### src/rtl/serial_csr_pkg.sv
package serial_csr_pkg;

  typedef enum logic [3:0] {
    SEL_DIV_LO  = 4'd0,
    SEL_DIV_HI  = 4'd1,
    SEL_GLOBAL  = 4'd2,
    SEL_LINE    = 4'd3,
    SEL_MODEM   = 4'd4,
    SEL_LSTAT   = 4'd5,
    SEL_MSTAT   = 4'd6,
    SEL_SCRATCH = 4'd7,
    SEL_IEN_SET = 4'd8,
    SEL_IEN_CLR = 4'd9,
    SEL_TXHOLD  = 4'd10,
    SEL_RXBUF   = 4'd11
  } csr_sel_e;

  localparam int IEN_W    = 7;
  localparam logic [IEN_W-1:0] IEN_MASK = 7'h6F;
  localparam int LINE_W   = 7;
  localparam int GLOBAL_W = 6;
  localparam int LSTAT_W  = 8;

  // line status bit positions
  localparam int LS_DR   = 0;
  localparam int LS_OVR  = 1;
  localparam int LS_PAR  = 2;
  localparam int LS_FRM  = 3;
  localparam int LS_BRK  = 4;
  localparam int LS_THRE = 5;
  localparam int LS_TEMT = 6;
  localparam int LS_FIN  = 7;

  // modem status bit positions
  localparam int MS_CHG = 0;
  localparam int MS_LVL = 4;

endpackage

### src/rtl/csr_cts_monitor.sv
module csr_cts_monitor #(
  parameter int SYNC_STAGES = 2
) (
  input  logic clk,
  input  logic rst,
  input  logic cts_async,
  input  logic clr_req,
  output logic cts_level,
  output logic cts_changed
);
  logic [SYNC_STAGES-1:0] sync_q;
  logic                   last_q;
  logic                   chg_q;

  generate
    if (SYNC_STAGES == 1) begin : g_one
      always_ff @(posedge clk) begin
        if (rst) sync_q <= '0;
        else     sync_q <= cts_async;
      end
    end else begin : g_chain
      always_ff @(posedge clk) begin
        if (rst) sync_q <= '0;
        else     sync_q <= {sync_q[SYNC_STAGES-2:0], cts_async};
      end
    end
  endgenerate

  assign cts_level = sync_q[SYNC_STAGES-1];

  always_ff @(posedge clk) begin
    if (rst) begin
      last_q <= 1'b0;
      chg_q  <= 1'b0;
    end else begin
      last_q <= cts_level;
      chg_q  <= (cts_level ^ last_q) | (chg_q & ~clr_req);
    end
  end

  assign cts_changed = chg_q;

  // a change of the synchronized level is always caught
  p_cts_change_r8: assert property (@(posedge clk) disable iff (rst)
    (!$past(rst) && !$stable(cts_level)) |=> cts_changed);

  // flag holds until cleared
  p_cts_hold_r8: assert property (@(posedge clk) disable iff (rst)
    (cts_changed && !clr_req) |=> cts_changed);

endmodule

### src/rtl/csr_line_status.sv
module csr_line_status
  import serial_csr_pkg::*;
(
  input  logic               clk,
  input  logic               rst,
  input  logic               rx_ready,
  input  logic               thr_empty,
  input  logic               tsr_empty,
  input  logic               evt_overrun,
  input  logic               evt_parity,
  input  logic               evt_framing,
  input  logic               evt_break,
  input  logic               w1c_valid,
  input  logic [LSTAT_W-1:0] w1c_mask,
  output logic [LSTAT_W-1:0] lstat
);
  logic dr_q, thre_q, temt_q, fin_q;
  logic [3:0] err_q;
  logic [3:0] err_evt;
  logic [3:0] err_clr;

  assign err_evt = {evt_break, evt_framing, evt_parity, evt_overrun};
  assign err_clr = w1c_valid ? w1c_mask[LS_BRK:LS_OVR] : 4'b0000;

  always_ff @(posedge clk) begin
    if (rst) begin
      dr_q   <= 1'b0;
      thre_q <= 1'b1;
      temt_q <= 1'b1;
      fin_q  <= 1'b0;
      err_q  <= '0;
    end else begin
      dr_q   <= rx_ready;
      thre_q <= thr_empty;
      temt_q <= tsr_empty;
      err_q  <= err_evt | (err_q & ~err_clr);
      fin_q  <= (tsr_empty & ~temt_q) |
                (fin_q & ~(w1c_valid & w1c_mask[LS_FIN]));
    end
  end

  always_comb begin
    lstat                     = '0;
    lstat[LS_DR]              = dr_q;
    lstat[LS_BRK:LS_OVR]      = err_q;
    lstat[LS_THRE]            = thre_q;
    lstat[LS_TEMT]            = temt_q;
    lstat[LS_FIN]             = fin_q;
  end

  // an overrun flag survives any write that does not clear it
  p_err_hold_r5: assert property (@(posedge clk) disable iff (rst)
    (lstat[LS_OVR] && !(w1c_valid && w1c_mask[LS_OVR])) |=> lstat[LS_OVR]);

  // an event beats a clearing write in the same cycle
  p_evt_wins_r6: assert property (@(posedge clk) disable iff (rst)
    evt_break |=> lstat[LS_BRK]);

  // a finish edge raises the finished flag
  p_fin_rise_r7: assert property (@(posedge clk) disable iff (rst)
    (!$past(rst) && $rose(tsr_empty)) |=> lstat[LS_FIN]);

endmodule

### src/rtl/csr_irq_gen.sv
module csr_irq_gen #(
  parameter int N_SRC = 5
) (
  input  logic             clk,
  input  logic             rst,
  input  logic [N_SRC-1:0] src_en,
  input  logic [N_SRC-1:0] src_act,
  output logic             irq
);
  logic [N_SRC-1:0] hit;

  generate
    for (genvar i = 0; i < N_SRC; i++) begin : g_src
      assign hit[i] = src_en[i] & src_act[i];
    end
  endgenerate

  always_ff @(posedge clk) begin
    if (rst) irq <= 1'b0;
    else     irq <= |hit;
  end

endmodule

### src/rtl/serial_csr_bank.sv
module serial_csr_bank
  import serial_csr_pkg::*;
#(
  parameter int ADDR_W      = 6,
  parameter int DATA_W      = 16,
  parameter int SYNC_STAGES = 2
) (
  input  logic              clk,
  input  logic              rst,
  input  logic [ADDR_W-1:0] bus_addr,
  input  logic              bus_we,
  input  logic              bus_re,
  input  logic [DATA_W-1:0] bus_wdata,
  output logic [DATA_W-1:0] bus_rdata,
  input  logic              rx_ready,
  input  logic              thr_empty,
  input  logic              tsr_empty,
  input  logic              evt_overrun,
  input  logic              evt_parity,
  input  logic              evt_framing,
  input  logic              evt_break,
  input  logic [7:0]        rx_byte,
  input  logic              cts_in,
  output logic [15:0]       divisor,
  output logic [1:0]        word_len,
  output logic              stop_extra,
  output logic              parity_en,
  output logic              parity_even,
  output logic              parity_stick,
  output logic              send_break,
  output logic [7:0]        modem_ctrl,
  output logic              rts_out,
  output logic [5:0]        global_ctrl,
  output logic              uart_en,
  output logic              tx_load,
  output logic [7:0]        tx_byte,
  output logic              rx_pop,
  output logic              irq
);
  localparam int N_IRQ = 5;

  logic              addr_hi_ok;
  logic              addr_ok;
  logic              wr_hit;
  logic              rd_hit;
  csr_sel_e          sel;

  logic [7:0]          div_lo_q, div_hi_q;
  logic [GLOBAL_W-1:0] global_q;
  logic [LINE_W-1:0]   line_q;
  logic [7:0]          modem_q;
  logic [DATA_W-1:0]   scratch_q;
  logic [IEN_W-1:0]    ien_q;
  logic [LSTAT_W-1:0]  lstat;
  logic                cts_level, cts_changed;
  logic [DATA_W-1:0]   rd_mux;
  logic                ien_set_wr, ien_clr_wr;
  logic [N_IRQ-1:0]    irq_en, irq_act;

  generate
    if (ADDR_W > 6) begin : g_hi
      assign addr_hi_ok = (bus_addr[ADDR_W-1:6] == '0);
    end else begin : g_nohi
      assign addr_hi_ok = 1'b1;
    end
  endgenerate

  assign addr_ok    = addr_hi_ok & (bus_addr[1:0] == 2'b00);
  assign sel        = csr_sel_e'(bus_addr[5:2]);
  assign wr_hit     = bus_we & addr_ok;
  assign rd_hit     = bus_re & addr_ok;
  assign ien_set_wr = wr_hit & (sel == SEL_IEN_SET);
  assign ien_clr_wr = wr_hit & (sel == SEL_IEN_CLR);

  // writable registers
  always_ff @(posedge clk) begin
    if (rst) begin
      div_lo_q  <= 8'h01;
      div_hi_q  <= 8'h00;
      global_q  <= '0;
      line_q    <= '0;
      modem_q   <= '0;
      scratch_q <= '0;
      ien_q     <= '0;
    end else if (wr_hit) begin
      case (sel)
        SEL_DIV_LO:  div_lo_q  <= bus_wdata[7:0];
        SEL_DIV_HI:  div_hi_q  <= bus_wdata[7:0];
        SEL_GLOBAL:  global_q  <= bus_wdata[GLOBAL_W-1:0];
        SEL_LINE:    line_q    <= bus_wdata[LINE_W-1:0];
        SEL_MODEM:   modem_q   <= bus_wdata[7:0];
        SEL_SCRATCH: scratch_q <= bus_wdata;
        SEL_IEN_SET: ien_q     <= (ien_q | bus_wdata[IEN_W-1:0]) & IEN_MASK;
        SEL_IEN_CLR: ien_q     <= ien_q & ~bus_wdata[IEN_W-1:0];
        default:     ;
      endcase
    end
  end

  // transmit / receive side strobes
  always_ff @(posedge clk) begin
    if (rst) begin
      tx_load <= 1'b0;
      tx_byte <= '0;
      rx_pop  <= 1'b0;
    end else begin
      tx_load <= wr_hit & (sel == SEL_TXHOLD);
      if (wr_hit && sel == SEL_TXHOLD) tx_byte <= bus_wdata[7:0];
      rx_pop  <= rd_hit & (sel == SEL_RXBUF);
    end
  end

  csr_line_status u_lstat (
    .clk         (clk),
    .rst         (rst),
    .rx_ready    (rx_ready),
    .thr_empty   (thr_empty),
    .tsr_empty   (tsr_empty),
    .evt_overrun (evt_overrun),
    .evt_parity  (evt_parity),
    .evt_framing (evt_framing),
    .evt_break   (evt_break),
    .w1c_valid   (wr_hit & (sel == SEL_LSTAT)),
    .w1c_mask    (bus_wdata[LSTAT_W-1:0]),
    .lstat       (lstat)
  );

  csr_cts_monitor #(.SYNC_STAGES(SYNC_STAGES)) u_cts (
    .clk         (clk),
    .rst         (rst),
    .cts_async   (cts_in),
    .clr_req     (wr_hit & (sel == SEL_MSTAT) & bus_wdata[MS_CHG]),
    .cts_level   (cts_level),
    .cts_changed (cts_changed)
  );

  assign irq_en  = {ien_q[5], ien_q[3], ien_q[2], ien_q[1], ien_q[0]};
  assign irq_act = {lstat[LS_FIN], cts_changed, |lstat[LS_BRK:LS_OVR],
                    lstat[LS_THRE], lstat[LS_DR]};

  csr_irq_gen #(.N_SRC(N_IRQ)) u_irq (
    .clk     (clk),
    .rst     (rst),
    .src_en  (irq_en),
    .src_act (irq_act),
    .irq     (irq)
  );

  // read path
  always_comb begin
    rd_mux = '0;
    case (sel)
      SEL_DIV_LO:  rd_mux = DATA_W'(div_lo_q);
      SEL_DIV_HI:  rd_mux = DATA_W'(div_hi_q);
      SEL_GLOBAL:  rd_mux = DATA_W'(global_q);
      SEL_LINE:    rd_mux = DATA_W'(line_q);
      SEL_MODEM:   rd_mux = DATA_W'(modem_q);
      SEL_LSTAT:   rd_mux = DATA_W'(lstat);
      SEL_MSTAT: begin
        rd_mux[MS_CHG] = cts_changed;
        rd_mux[MS_LVL] = cts_level;
      end
      SEL_SCRATCH: rd_mux = scratch_q;
      SEL_IEN_SET: rd_mux = DATA_W'(ien_q);
      SEL_RXBUF:   rd_mux = DATA_W'(rx_byte);
      default:     rd_mux = '0;
    endcase
  end

  always_ff @(posedge clk) begin
    if (rst)         bus_rdata <= '0;
    else if (bus_re) bus_rdata <= addr_ok ? rd_mux : '0;
  end

  assign divisor      = {div_hi_q, div_lo_q};
  assign word_len     = line_q[1:0];
  assign stop_extra   = line_q[2];
  assign parity_en    = line_q[3];
  assign parity_even  = line_q[4];
  assign parity_stick = line_q[5];
  assign send_break   = line_q[6];
  assign modem_ctrl   = modem_q;
  assign rts_out      = modem_q[1] | modem_q[6];
  assign global_ctrl  = global_q;
  assign uart_en      = global_q[0];

  // set address leaves every written legal bit on
  p_ien_set_r3: assert property (@(posedge clk) disable iff (rst)
    ien_set_wr |=> ((ien_q & $past(bus_wdata[IEN_W-1:0] & IEN_MASK)) ==
                    $past(bus_wdata[IEN_W-1:0] & IEN_MASK)));

  // clear address leaves every written bit off
  p_ien_clr_r3: assert property (@(posedge clk) disable iff (rst)
    ien_clr_wr |=> ((ien_q & $past(bus_wdata[IEN_W-1:0])) == '0));

  // no enables, no request
  p_irq_masked_r9: assert property (@(posedge clk) disable iff (rst)
    (ien_q == '0) |=> !irq);

  // read data holds without a read
  p_rdata_hold_r10: assert property (@(posedge clk) disable iff (rst)
    !bus_re |=> $stable(bus_rdata));

  // transmit strobe is a single cycle
  p_tx_pulse_r11: assert property (@(posedge clk) disable iff (rst)
    (tx_load && !$past(wr_hit && sel == SEL_TXHOLD)) |-> 1'b0);

endmodule

### config.mk
export PLATFORM = sky130hd
export DESIGN_NAME = serial_csr_bank
export DESIGN_NICKNAME = d
export VERILOG_FILES = /design/src/rtl/serial_csr_pkg.sv /design/src/rtl/csr_cts_monitor.sv /design/src/rtl/csr_line_status.sv /design/src/rtl/csr_irq_gen.sv /design/src/rtl/serial_csr_bank.sv
export SDC_FILE = /design/constraint.sdc
export NUM_CORES = 1
export LEC_CHECK = 0
export ABC_AREA = 0
export ABC_CLOCK_PERIOD_IN_PS = 1750
export BUFFER_PORTS_ARGS = -buffer_cell sky130_fd_sc_hd__buf_2
export CAP_MARGIN = 20
export CELL_PAD_IN_SITES_DETAIL_PLACEMENT = 0
export CELL_PAD_IN_SITES_GLOBAL_PLACEMENT = 1
export CORE_AREA = 3 3 110 112
export DETAILED_ROUTE_END_ITERATION = 6
export DIE_AREA = 0 0 113 115
export PLACE_DENSITY_LB_ADDON = 0.1
export SLEW_MARGIN = 15
export SYNTH_ARGS = -nofsm -noshare
export SYNTH_HDL_FRONTEND = slang
export SYNTH_SLANG_ARGS = --single-unit
export TNS_END_PERCENT = 10
### constraint.sdc
create_clock -name clk -period 1.75 [get_ports clk]
set_input_delay 0.0875 -clock clk [delete_from_list [all_inputs] [get_ports clk]]
set_output_delay 0.0875 -clock clk [all_outputs]
set_load 0.005 [all_outputs]
[Word-level counts from Yosys, hierarchy flattened]
Cells that the tools add are included.
Storage, ports and cells
  word-level logic and storage cells: 80
  register bits after elaboration: 99
  output and inout port bits: 66
  input port bits: 42
Operators by class
  bitwise gates (word level): 29
  reduce and logical (&&, ||, !) cells: 13
  equality and inequality tests: 11
  muxes and demuxes: 7
Operators by type and width (number)
  case mux 11 bit (9 select lines): 1
  case mux 3 bit (9 select lines): 1
  case mux 1 bit (10 select lines): 2
  AND 1 bit: 16
  equality test 4 x 3 -> 1 bit, second input constant: 4
  equality test 4 bit, second input constant: 4
  two-way mux 16 bit: 1
  case mux 7 bit (2 select lines): 1
  AND reduction 2 bit: 7
  equality test 4 x 2 -> 1 bit, second input constant: 2
  AND 7 bit: 1
  NOT 7 bit: 1
  OR 7 bit: 1
  OR reduction 5 bit: 1
  AND 4 bit: 1
  equality test 4 x 1 -> 1 bit, second input constant: 1
  logical NOT 4 bit: 1
  two-way mux 4 bit: 1
  NOT 4 bit: 1
  OR 4 bit: 1
  OR reduction 4 bit: 1
  NOT 1 bit: 3
  OR 1 bit: 3
  logical NOT 2 bit: 1
  other kinds (3): 3

[Longest topological paths before layout]
Gate-level depths: netlist of the first run.
  depth after elaboration: 7
  depth in mapped cells: 6
  gate-level depth less buffers: 4

[By module]
A second synthesis of the first run with hierarchy kept.
Unflattened totals
  cells, all modules: 522
  area total of the unflattened synthesis: 4330.4 um^2
By module, submodules not included
  serial_csr_bank: instances 1, cells an instance 478, area an instance 3871.2 um^2
  csr_line_status: instances 1, cells an instance 30, area an instance 297.8 um^2
  csr_cts_monitor: instances 1, cells an instance 10, area an instance 118.9 um^2
  csr_irq_gen: instances 1, cells an instance 4, area an instance 42.5 um^2

[Worst setup path before layout of the first run]
No wires, ideal clock.
  path kind: flip-flop to flip-flop
  start point: register global_q[0] (netlist: global_ctrl[0])
  end point: register bus_rdata[0]
  data required time: 1.664 ns
  arrival time: 1.172 ns
  clock period less this slack: 1.259 ns
  stages on the path, launching flop included: 5
  slack: 0.491 ns
  cells stage by stage: dfxtp_1 mux4_1 nor2_1 or3_1 a221oi_2
On the way
  longest elaborated chain between the ends: 2
RTL lines
  start, declared: line serial_csr_bank.sv:49  | logic [GLOBAL_W-1:0] global_q;
  start signal, assigned: line serial_csr_bank.sv:89  | SEL_GLOBAL: global_q <= bus_wdata[GLOBAL_W-1:0];
  case mux 1 bit (10 select lines): line serial_csr_bank.sv:152  | case (sel)
  two-way mux 16 bit: line serial_csr_bank.sv:172  | else if (bus_re) bus_rdata <= addr_ok ? rd_mux : '0;
  end signal, assigned: line serial_csr_bank.sv:172
  end, declared: line serial_csr_bank.sv:14  | output logic [DATA_W-1:0] bus_rdata,
Every way passes these cells.
A chain may end at the register's enable or synchronous reset.

[Worst setup path in the final report of the first run]
  start point: register modem_q[0] (netlist: modem_ctrl[0])
  end point: register bus_rdata[0]
On the way
  longest elaborated chain between the ends: 2
RTL lines
  start, declared: line serial_csr_bank.sv:51  | logic [7:0] modem_q;
  start signal, assigned: line serial_csr_bank.sv:91  | SEL_MODEM: modem_q <= bus_wdata[7:0];
  case mux 1 bit (10 select lines): line serial_csr_bank.sv:152
  two-way mux 16 bit: line serial_csr_bank.sv:172
Every way passes these cells.

==> qor.txt, run 1 <==
overall die area - 13,000 sq um
Reg2Reg Depth - 4
number of CTS-inserted buffers - 9
number of remaining DRC errors - 0
worst min-delay path endpoint - scratch_q[6]
Final setup viols - 0
shortest clock period the worst path allows after layout - 1.40 ns
number of rows in the core area - 39
Initial Util - 0.394
Syn Inst Count - 478
Tot GR Track Use - 0.223
R2R Path End - bus_rdata[0]
final hold vios - 0
beginning of the worst register-to-register path - modem_ctrl[0]
area of the multi-input gates - 2210 sq um
synthesized net count - 520
largest buffer count on any clock path - 2
CTS Root Buffer Type - clkbuf_16
count of buffers from port buffering - 107
average size of a mapped cell - 9.33 sq um
setup slack after layout - 0.349 ns
top library cells by usage in the layout, fill and taps aside - buf_2 (107), dfxtp_1 (99), nor2_1 (69), mux2i_1 (56), nand2_1 (42)
slew of the pin with the lowest slew margin - 0.419 ns
clock-pin slew reported for the worst setup and hold paths after clock tree synthesis - 0.07 ns
Critical Path Sink Type - flip-flop
leading cell type in the layout, fill and taps excluded - buf_2
skew final - 0.00872 ns
worst-skew pair later-pin latency - 0.35 ns
Filler Cell Count - 1,136
count of yosys warnings during synthesis - 0
type of the setup path with the least slack - flip-flop to flip-flop
most area-hungry cell type in the Yosys netlist - dfxtp_1
longest individual stage delay on the worst path - 0.39 ns
vias in the first global route - 3,920
Final HPWL DP - 10,400 microns
upper clock frequency limit - 714 MHz
I/O pins - 108
Register-to-Register Setup Slack - 0.35 ns
fraction of the yosys area taken by sequential cells - 0.445
result of the run - completed
routed length per placed instance - 19.0 microns
antenna violations before repair - 0
H-Tree Depth - 3
fraction of registers with async set/reset - 0
critical path arrival - 1.67 ns
ordered cell list for the critical path - mux4_1 > nor2_1 > or3_1 > a221oi_2
first-pass GRT wire length - 22,100 microns
area delta synth->final - 25.8%
final antenna-violating net count - 0
1st-iter DRT viols - 230
count of cells resized by post-cts repair - 0
worst-path fanout max - 3
final weighted congestion in routability-driven placement - 0.941
number of synthesized flops with an enable pin - 0
unrepaired setup endpoints after global routing - false
number of cells on the worst hold path - 3
Worst Hold Slack - 0.0634 ns
height of the die - 115 microns
Cell Area, Synth - 4460 sq um
Total Power Consumption - 4.55 mW
routed vias - 3,981
kind of launch point of the worst setup path - flip-flop
master of the slowest instance on the critical path - or3_1
final antenna diode count - 0
fraction of post-synthesis cell area in the top cell type by area - 0.445
number of sinks handled by clock tree synthesis - 99
per-cell via count in the routed design - 5.36
Pwr per Cell Area - 810 nW/um^2
most area-consuming cells after synthesis - dfxtp_1 (44%), mux2i_1 (13%), nor2_1 (5.8%), nand2_1 (3.5%), a21oi_1 (2.9%)
Most used DFF post-synth - dfxtp_1
Reg area - 1980 sq um
worst slack at placement - 0.159 ns
Initial DRT Pass Iterations - 5
total overflow reported by the global router - 0
die span in x - 113 microns
peak supply drop - 0.000432 V
share of the core filled with cells in the final layout - 0.496
CTS tree - yes
path category of the worst min-delay check - primary input to flip-flop
FF+latch count, synth - 99
fraction of layout cells with a size suffix above 1 - 0.283
max-cap violation count - 0
final-stage net count - 637
Setup TNS Final - 0 ns
final number of max-transition violations - 0
largest net degree at the start of global routing - 59
unique cell type count in the Yosys netlist - 63
placeable core region - 11,300 sq um
fraction of the cycle the final worst path needs - 0.801
leakage component of the power - 2.42 nW
Max transition margin - 0.720
hold path start - bus_wdata[6]
critical path data required time - 2.02 ns
total detailed-routing wirelength - 14,100 microns
final cells by class:
| cell class | count | share of cell area |
|---|---|---|
| well taps | 143 | 0.0319 |
| flip-flops and latches | 99 | 0.353 |
| clock inverters | 4 | 0.00468 |
| inverters | 4 | 0.00268 |
| repair buffers | 151 | 0.170 |
| multi-input cells | 330 | 0.393 |
| clock buffers | 12 | 0.0439 |
per-stage QoR:
step / area, sq um / instances
floorplan: 4460 / 478
global placement: 5180 / 711
detailed placement: 5180 / 711
CTS: 5610 / 743
global route: 5610 / 743
finish: 5610 / 743
synthesized netlist by cell type, types with 7 or more instances:
cell,n
buf_2,14
nand2_1,42
nor2_1,69
mux2i_1,56
buf_4,7
nand3_1,14
a22oi_1,12
a31oi_1,9
nor2b_1,12
and3_1,8
a21oi_1,26
clkbuf_1,16
dfxtp_1,99
how the worst max path moves through the flow:
stage	slack, ns	cells past startpoint	start	end
final	0.35	4	modem_ctrl[0]	bus_rdata[0]
after global routing	0.30	4	modem_ctrl[0]	bus_rdata[0]
after CTS	0.35	4	modem_ctrl[0]	bus_rdata[0]
after detailed placement	0.16	6	bus_addr[4]	bus_rdata[6]
after global placement	0.16	5	bus_addr[4]	bus_rdata[4]
after floorplan	0.49	4	global_ctrl[0]	bus_rdata[0]
timing repair:
| action | CTS | global route |
|---|---|---|
| setup buffers | 0 | 0 |
| hold buffers | 16 | 0 |
| hold endpoints to repair | 16 | 0 |
where the power goes:
part           internal (mW)  switching (mW)
Sequential              2.28          0.0209
Combinational          0.159           0.237
Clock                   1.00           0.852
worst max-delay path, delay by kind of cell (launching register included):
family | cells | cell delay, ns
flops | 1 | 0.38
simple gates | 2 | 0.43
compound gates | 1 | 0.24
mux | 1 | 0.27
sequential cells by signal (all words and copies together), names as in the netlist, named ones only:
register / flops
bus_rdata: 16
div_hi_q: 8
div_lo_q: 8
global_ctrl: 6
ien_q: 1
line_q: 7
modem_ctrl: 8
rx_pop: 1
scratch_q: 16
tx_byte: 8
tx_load: 1
u_cts.cts_changed: 1
u_cts.last_q: 1
u_cts.sync_q: 2
u_irq.irq: 1
u_lstat.dr_q: 1
u_lstat.err_q: 4
u_lstat.fin_q: 1
u_lstat.temt_q: 1
u_lstat.thre_q: 1
routing by layer:
| metal | global-route usage | vias to the layer above | wire [microns] |
|---|---|---|---|
| met1 | 0.298 | 1905 | 6360 |
| met2 | 0.357 | 116 | 6540 |
| met4 | 0.0929 | 0 | 446 |
| li1 | - | 1933 | - |
| met5 | 0 | - | 0 |
| met3 | 0.0411 | 27 | 798 |
logic make-up after synthesis:
logic type | share of synthesized area
AO/OA/AOI/OAI | 0.144
XOR/XNOR | 0.00196
multiplexers | 0.147
buffers and inverters | 0.0606
flip-flops | 0.445
AND/OR/NAND/NOR | 0.202
(Power assumes the default switching activity.)
==> inputs of run 2 (changes only) <==
Settings changed: ABC_CLOCK_PERIOD_IN_PS 1750 to 1100, CORE_AREA 3 3 110 112 to 3 3 116 118, DIE_AREA 0 0 113 115 to 0 0 119 121.
Clock period 1.75 ns to 1.1 ns, I/O delays scaled along.
==> run 2 against run 1 <==
  * The run now ends with setup timing left
  * Sequential share of layout area down 4.2 points
  * Global-route usage down 0.30 points
  * Cell count up 13%
  * Critical path type unchanged
  * Highest routed layer unchanged
==> qor.txt, run 2 (same netlist as run 1, synthesis figures left out) <==
1st-iter DRT viols - 276 (+20%)
Initial DRT Pass Iterations - 5 (unchanged)
total detailed-routing wirelength - 15,800 microns (+11%)
routed length per placed instance - 18.7 microns (-1.8%)
Worst Hold Slack - 0.0202 ns (-0.0432 ns)
worst slack at placement - -0.407 ns (-0.566 ns)
number of CTS-inserted buffers - 9 (unchanged)
worst-path fanout max - 2 (-1)
registers with the most flip-flops - bus_rdata: 16 flops, scratch_q: 16 flops
critical path arrival - 1.51 ns (-0.16 ns)
filler-free cell count of the finished design - 843 (+13%)
hold path start - rst
Max transition margin - 0.733 (+0.0122)
number of buffers inserted by post-CTS setup repair - 0 (unchanged)
number of sinks handled by clock tree synthesis - 99 (unchanged)
final hold vios - 0 (unchanged)
first element of the critical path - line_q[3]
per-cell via count in the routed design - 5.12 (-4.5%)
total overflow reported by the global router - 0 (unchanged)
setup slack after layout - -0.185 ns (-0.534 ns)
Final HPWL DP - 11,600 microns (+12%)
Initial Util - 0.355 (-0.0391)
Setup TNS Final - -0.944 ns (-0.944 ns)
die span in x - 119 microns (+5.3%)
number of rows in the core area - 41 (+5.1%)
peak supply drop - 0.000839 V (+94%)
unrepaired setup endpoints after global routing - true
final antenna diode count - 0 (unchanged)
kind of launch point of the worst setup path - flip-flop
CTS tree - yes
Placed Cells incl. Taps - 811 (+14%)
leakage component of the power - 2.86 nW (+18%)
overall die area - 14,400 sq um (+11%)
type of the setup path with the least slack - flip-flop to flip-flop
Pwr per Cell Area - 1200 nW/um^2 (+49%)
antenna violations before repair - 0 (unchanged)
largest buffer count on any clock path - 2 (unchanged)
final number of max-transition violations - 0 (unchanged)
worst-skew pair later-pin latency - 0.35 ns (about the same)
largest net degree at the start of global routing - 51 (-14%)
top library cells by usage in the layout, fill and taps aside - buf_2 (105), buf_4 (89), dfxtp_1 (81), nor2_1 (69), mux2i_1 (55)
placeable core region - 12,600 sq um (+11%)
Final setup viols - 8 (+8)
I/O pins - 108 (unchanged)
upper clock frequency limit - 778 MHz (+9.0%)
max-cap violation count - 0 (unchanged)
fraction of layout cells with a size suffix above 1 - 0.410 (+0.127)
vias in the first global route - 4,254 (+8.5%)
number of remaining DRC errors - 0 (unchanged)
result of the run - complete, but fails checks
CTS Root Buffer Type - clkbuf_16
count of buffers from port buffering - 107 (unchanged)
path category of the worst min-delay check - primary input to flip-flop
slew of the pin with the lowest slew margin - 0.401 ns (-0.0183 ns)
final-stage net count - 708 (+11%)
first-pass GRT wire length - 24,000 microns (+8.9%)
fraction of the cycle the final worst path needs - 1.17 (+0.368)
shortest clock period the worst path allows after layout - 1.29 ns (-0.116 ns)
violations in the final reports - setup timing
Tot GR Track Use - 0.220 (-0.00299)
critical path data required time - 1.33 ns (-0.69 ns)
beginning of the worst register-to-register path - line_q[3]
Total Power Consumption - 7.76 mW (+71%)
routed vias - 4,312 (+8.3%)
clock-pin slew reported for the worst setup and hold paths after clock tree synthesis - 0.07 ns (about the same)
final antenna-violating net count - 0 (unchanged)
final weighted congestion in routability-driven placement - 0.899 (-4.4%)
height of the die - 121 microns (+5.2%)
area delta synth->final - 44.6%
leading cell type in the layout, fill and taps excluded - buf_2
skew final - 0.00725 ns (-0.00147 ns)
H-Tree Depth - 3 (unchanged)
Critical Path Sink Type - flip-flop
==> run 2: cell types whose count changed in the layout (fill, tap and decap cells not counted), sizes merged <==
cell    delta
bufinv     +1
clkinv     -1
buf       +71
==> run 2: layout make-up <==
class / instances / area, sq um
multi-input cells: 330 / 2330
clock inverters: 4 / 47.5
inverters: 4 / 15.0
fillers: 1193 / 6120
clock buffers: 12 / 267
well taps: 172 / 215
flip-flops and latches: 99 / 2000
repair buffers: 222 / 1570
==> run 2: timing repair <==
action | 4_1_cts | 5_1_grt
pin swaps | 2 | 5
hold endpoints to repair | 16 | 0
setup endpoints to repair | 10 | 45
resized for setup | 16 | 23
hold buffers | 16 | 0
gates cloned | 0 | 0
==> run 2: power breakdown <==
part           switching [mW]  leakage (nW)  internal [mW]
clock network            1.38         0.155           1.94
logic                   0.435          1.90          0.355
registers              0.0308         0.808           3.62
total                    1.85          2.86           5.92
==> run 2: worst paths after layout <==
check | endpoint | slack [ns] | depth (start not counted)
setup / recovery | bus_rdata[3] | -0.19 | 4
hold / removal | u_lstat.temt_q | 0.02 | 2
setup reg to reg | bus_rdata[3] | -0.19 | 4
hold reg to reg | u_cts.sync_q[1] | 0.43 | 1
==> run 2: metrics by stage <==
stage	util	instance area [sq um]
6_report	0.513	6450
5_1_grt	0.513	6450
4_1_cts	0.506	6360
3_5_place_dp	0.463	5820
3_3_place_gp	0.463	5820
2_1_floorplan	-	4470
==> run 2: worst max-delay path, stage by stage (launching register included) <==
cell	delay [ns]
dfxtp_2	0.32
mux2_2	0.28
a22o_1	0.20
a221oi_2	0.28
a221oi_2	0.09
==> run 2: routing by layer <==
layer	track usage	routed length (microns)	vias to the layer above
met5	0	0	-
met2	0.361	7590	123
met4	0.0854	308	0
met3	0.0312	723	18
met1	0.294	7140	2086
li1	-	-	2085
==> inputs of run 3 (changes only) <==
Settings changed: CTS_CLUSTER_SIZE from default to 10, RECOVER_POWER from default to 100.
==> run 3 against run 2 <==
  * The run still ends with setup timing left
  * Non-clock buffer count unchanged
  * Total power about the same
  * Highest routed layer unchanged
  * Sequential power about the same
  * Sequential cell count unchanged
  * Largest cell class unchanged
  * Worst hold slack about the same
  * Cell count unchanged
  * Global-route usage unchanged
  * Routed wire length about the same
  * Die area unchanged
  * Register-to-register slack about the same
  * Clock skew about the same
  * Largest power group unchanged
==> qor.txt, run 3 (same netlist as run 1, synthesis figures left out) <==
max-cap violation count - 0 (unchanged)
type of the setup path with the least slack - flip-flop to flip-flop
met2 track demand over resource - 0.361 (unchanged)
slew of the pin with the lowest slew margin - 0.412 ns (+0.0109 ns)
number of buffers inserted by post-CTS setup repair - 0 (unchanged)
antenna violations before repair - 0 (unchanged)
H-Tree Depth - 3 (unchanged)
number of CTS-inserted buffers - 9 (unchanged)
Placed Cells incl. Taps - 811 (unchanged)
area delta synth->final - 44.1%
fraction of layout cells with a size suffix above 1 - 0.389 (-0.0209)
Initial Util - 0.355 (unchanged)
critical path data required time - 1.37 ns (+0.04 ns)
number of rows in the core area - 41 (unchanged)
vias in the first global route - 4,254 (unchanged)
worst slack at placement - -0.407 ns (unchanged)
skew final - 0.00764 ns (+0.000393 ns)
placeable core region - 12,600 sq um (unchanged)
leakage component of the power - 2.81 nW (-1.9%)
upper clock frequency limit - 779 MHz (about the same)
final weighted congestion in routability-driven placement - 0.899 (unchanged)
1st-iter DRT viols - 273 (-1.1%)
clock-pin slew reported for the worst setup and hold paths after clock tree synthesis - 0.07 ns (about the same)
Final setup viols - 8 (unchanged)
worst-path fanout max - 2 (unchanged)
count of buffers from port buffering - 107 (unchanged)
Worst Hold Slack - 0.0204 ns (+0.000269 ns)
filler-free cell count of the finished design - 843 (unchanged)
critical path arrival - 1.55 ns (+0.04 ns)
met3 routing resource usage after global routing - 0.0312 (unchanged)
peak supply drop - 0.000842 V (+0.28%)
share of the core filled with cells in the final layout - 0.511 (-0.00179)
fraction of the cycle the final worst path needs - 1.17 (about the same)
final number of max-transition violations - 0 (unchanged)
final antenna-violating net count - 0 (unchanged)
final antenna diode count - 0 (unchanged)
I/O pins - 108 (unchanged)
worst-skew pair later-pin latency - 0.35 ns (about the same)
final hold vios - 0 (unchanged)
routed length per placed instance - 18.7 microns (about the same)
setup slack after layout - -0.184 ns (+0.000720 ns)
violations in the final reports - setup timing
height of the die - 121 microns (unchanged)
grt met1 use - 0.294 (unchanged)
total overflow reported by the global router - 0 (unchanged)
Max transition margin - 0.725 (-0.00730)
number of sinks handled by clock tree synthesis - 99 (unchanged)
unrepaired setup endpoints after global routing - true
CTS tree - yes
die span in x - 119 microns (unchanged)
result of the run - complete, but fails checks
final-stage net count - 708 (unchanged)
top library cells by usage in the layout, fill and taps aside - buf_2 (93), buf_4 (87), dfxtp_1 (83), nor2_1 (69), mux2i_1 (55)
total detailed-routing wirelength - 15,800 microns (about the same)
routed vias - 4,285 (-0.63%)
first-pass GRT wire length - 24,000 microns (unchanged)
Tot GR Track Use - 0.220 (unchanged)
path category of the worst min-delay check - primary input to flip-flop
largest net degree at the start of global routing - 51 (unchanged)
per-cell via count in the routed design - 5.08 (-0.63%)
CTS Root Buffer Type - clkbuf_16
busiest layer in global routing - met2
shortest clock period the worst path allows after layout - 1.28 ns (-0.000720 ns)
Critical Path Sink Type - flip-flop
registers with the most flip-flops - bus_rdata: 16 flops, scratch_q: 16 flops
Initial DRT Pass Iterations - 5 (unchanged)
kind of launch point of the worst setup path - flip-flop
Pwr per Cell Area - 1210 nW/um^2 (+0.33%)
leading cell type in the layout, fill and taps excluded - buf_2
number of remaining DRC errors - 0 (unchanged)
largest buffer count on any clock path - 2 (unchanged)
overall die area - 14,400 sq um (unchanged)
Final HPWL DP - 11,600 microns (unchanged)
## run 3: cell type report
class	count	area, sq um
clock buffer	12	267
clock inverter	4	47.5
fill	1205	6140
inverter	4	15.0
multi-input combinational	330	2330
sequential	99	2000
tap	172	215
timing repair buffer	222	1550
## run 3: critical path: stages (launching register included)
cell,delay [ns]
dfxtp_2,0.33
mux4_1,0.22
nor2_1,0.04
or3_4,0.38
a221oi_2,0.22
## run 3: worst paths after layout
check / from / to / slack, ns / cells past startpoint
worst max-delay path: modem_ctrl[0] / bus_rdata[0] / -0.18 / 4
worst min-delay path: rst / u_lstat.temt_q / 0.02 / 2
worst max register to register: modem_ctrl[0] / bus_rdata[0] / -0.18 / 4
worst min register to register: u_cts.sync_q[0] / u_cts.sync_q[1] / 0.43 / 1
## run 3: stage by stage
stage / TNS, ns / area [sq um] / power, mW
global route: -2.79 / 6420 / 8.05
detailed placement: -23.98 / 5820 / 4.45
floorplan: -0.521 / 4470 / 4.08
finish: -0.943 / 6420 / 7.76
global placement: -22.15 / 5820 / 4.44
CTS: -0.966 / 6360 / 7.85
## run 3: what timing repair did
item                                    in CTS  in global routing
endpoints found under the setup margin      10                 45
pin swaps                                    2                  5
hold buffers                                16                  0
hold endpoints to repair                    16                  0
gates resized for setup                     16                 23
## run 3: where the power goes
part / switching, mW / leakage (nW) / internal, mW / total (mW)
clock network: 1.38 / 0.155 / 1.94 / 3.32
registers: 0.0309 / 0.807 / 3.62 / 3.65
logic: 0.435 / 1.85 / 0.352 / 0.786
## run 3: routing by layer
| metal | vias up | share of wire |
|---|---|---|
| met1 | 2072 | 0.46 |
| met2 | 113 | 0.48 |
| met4 | 0 | 0.020 |
| li1 | 2082 | - |
| met5 | - | 0 |
| met3 | 18 | 0.043 |
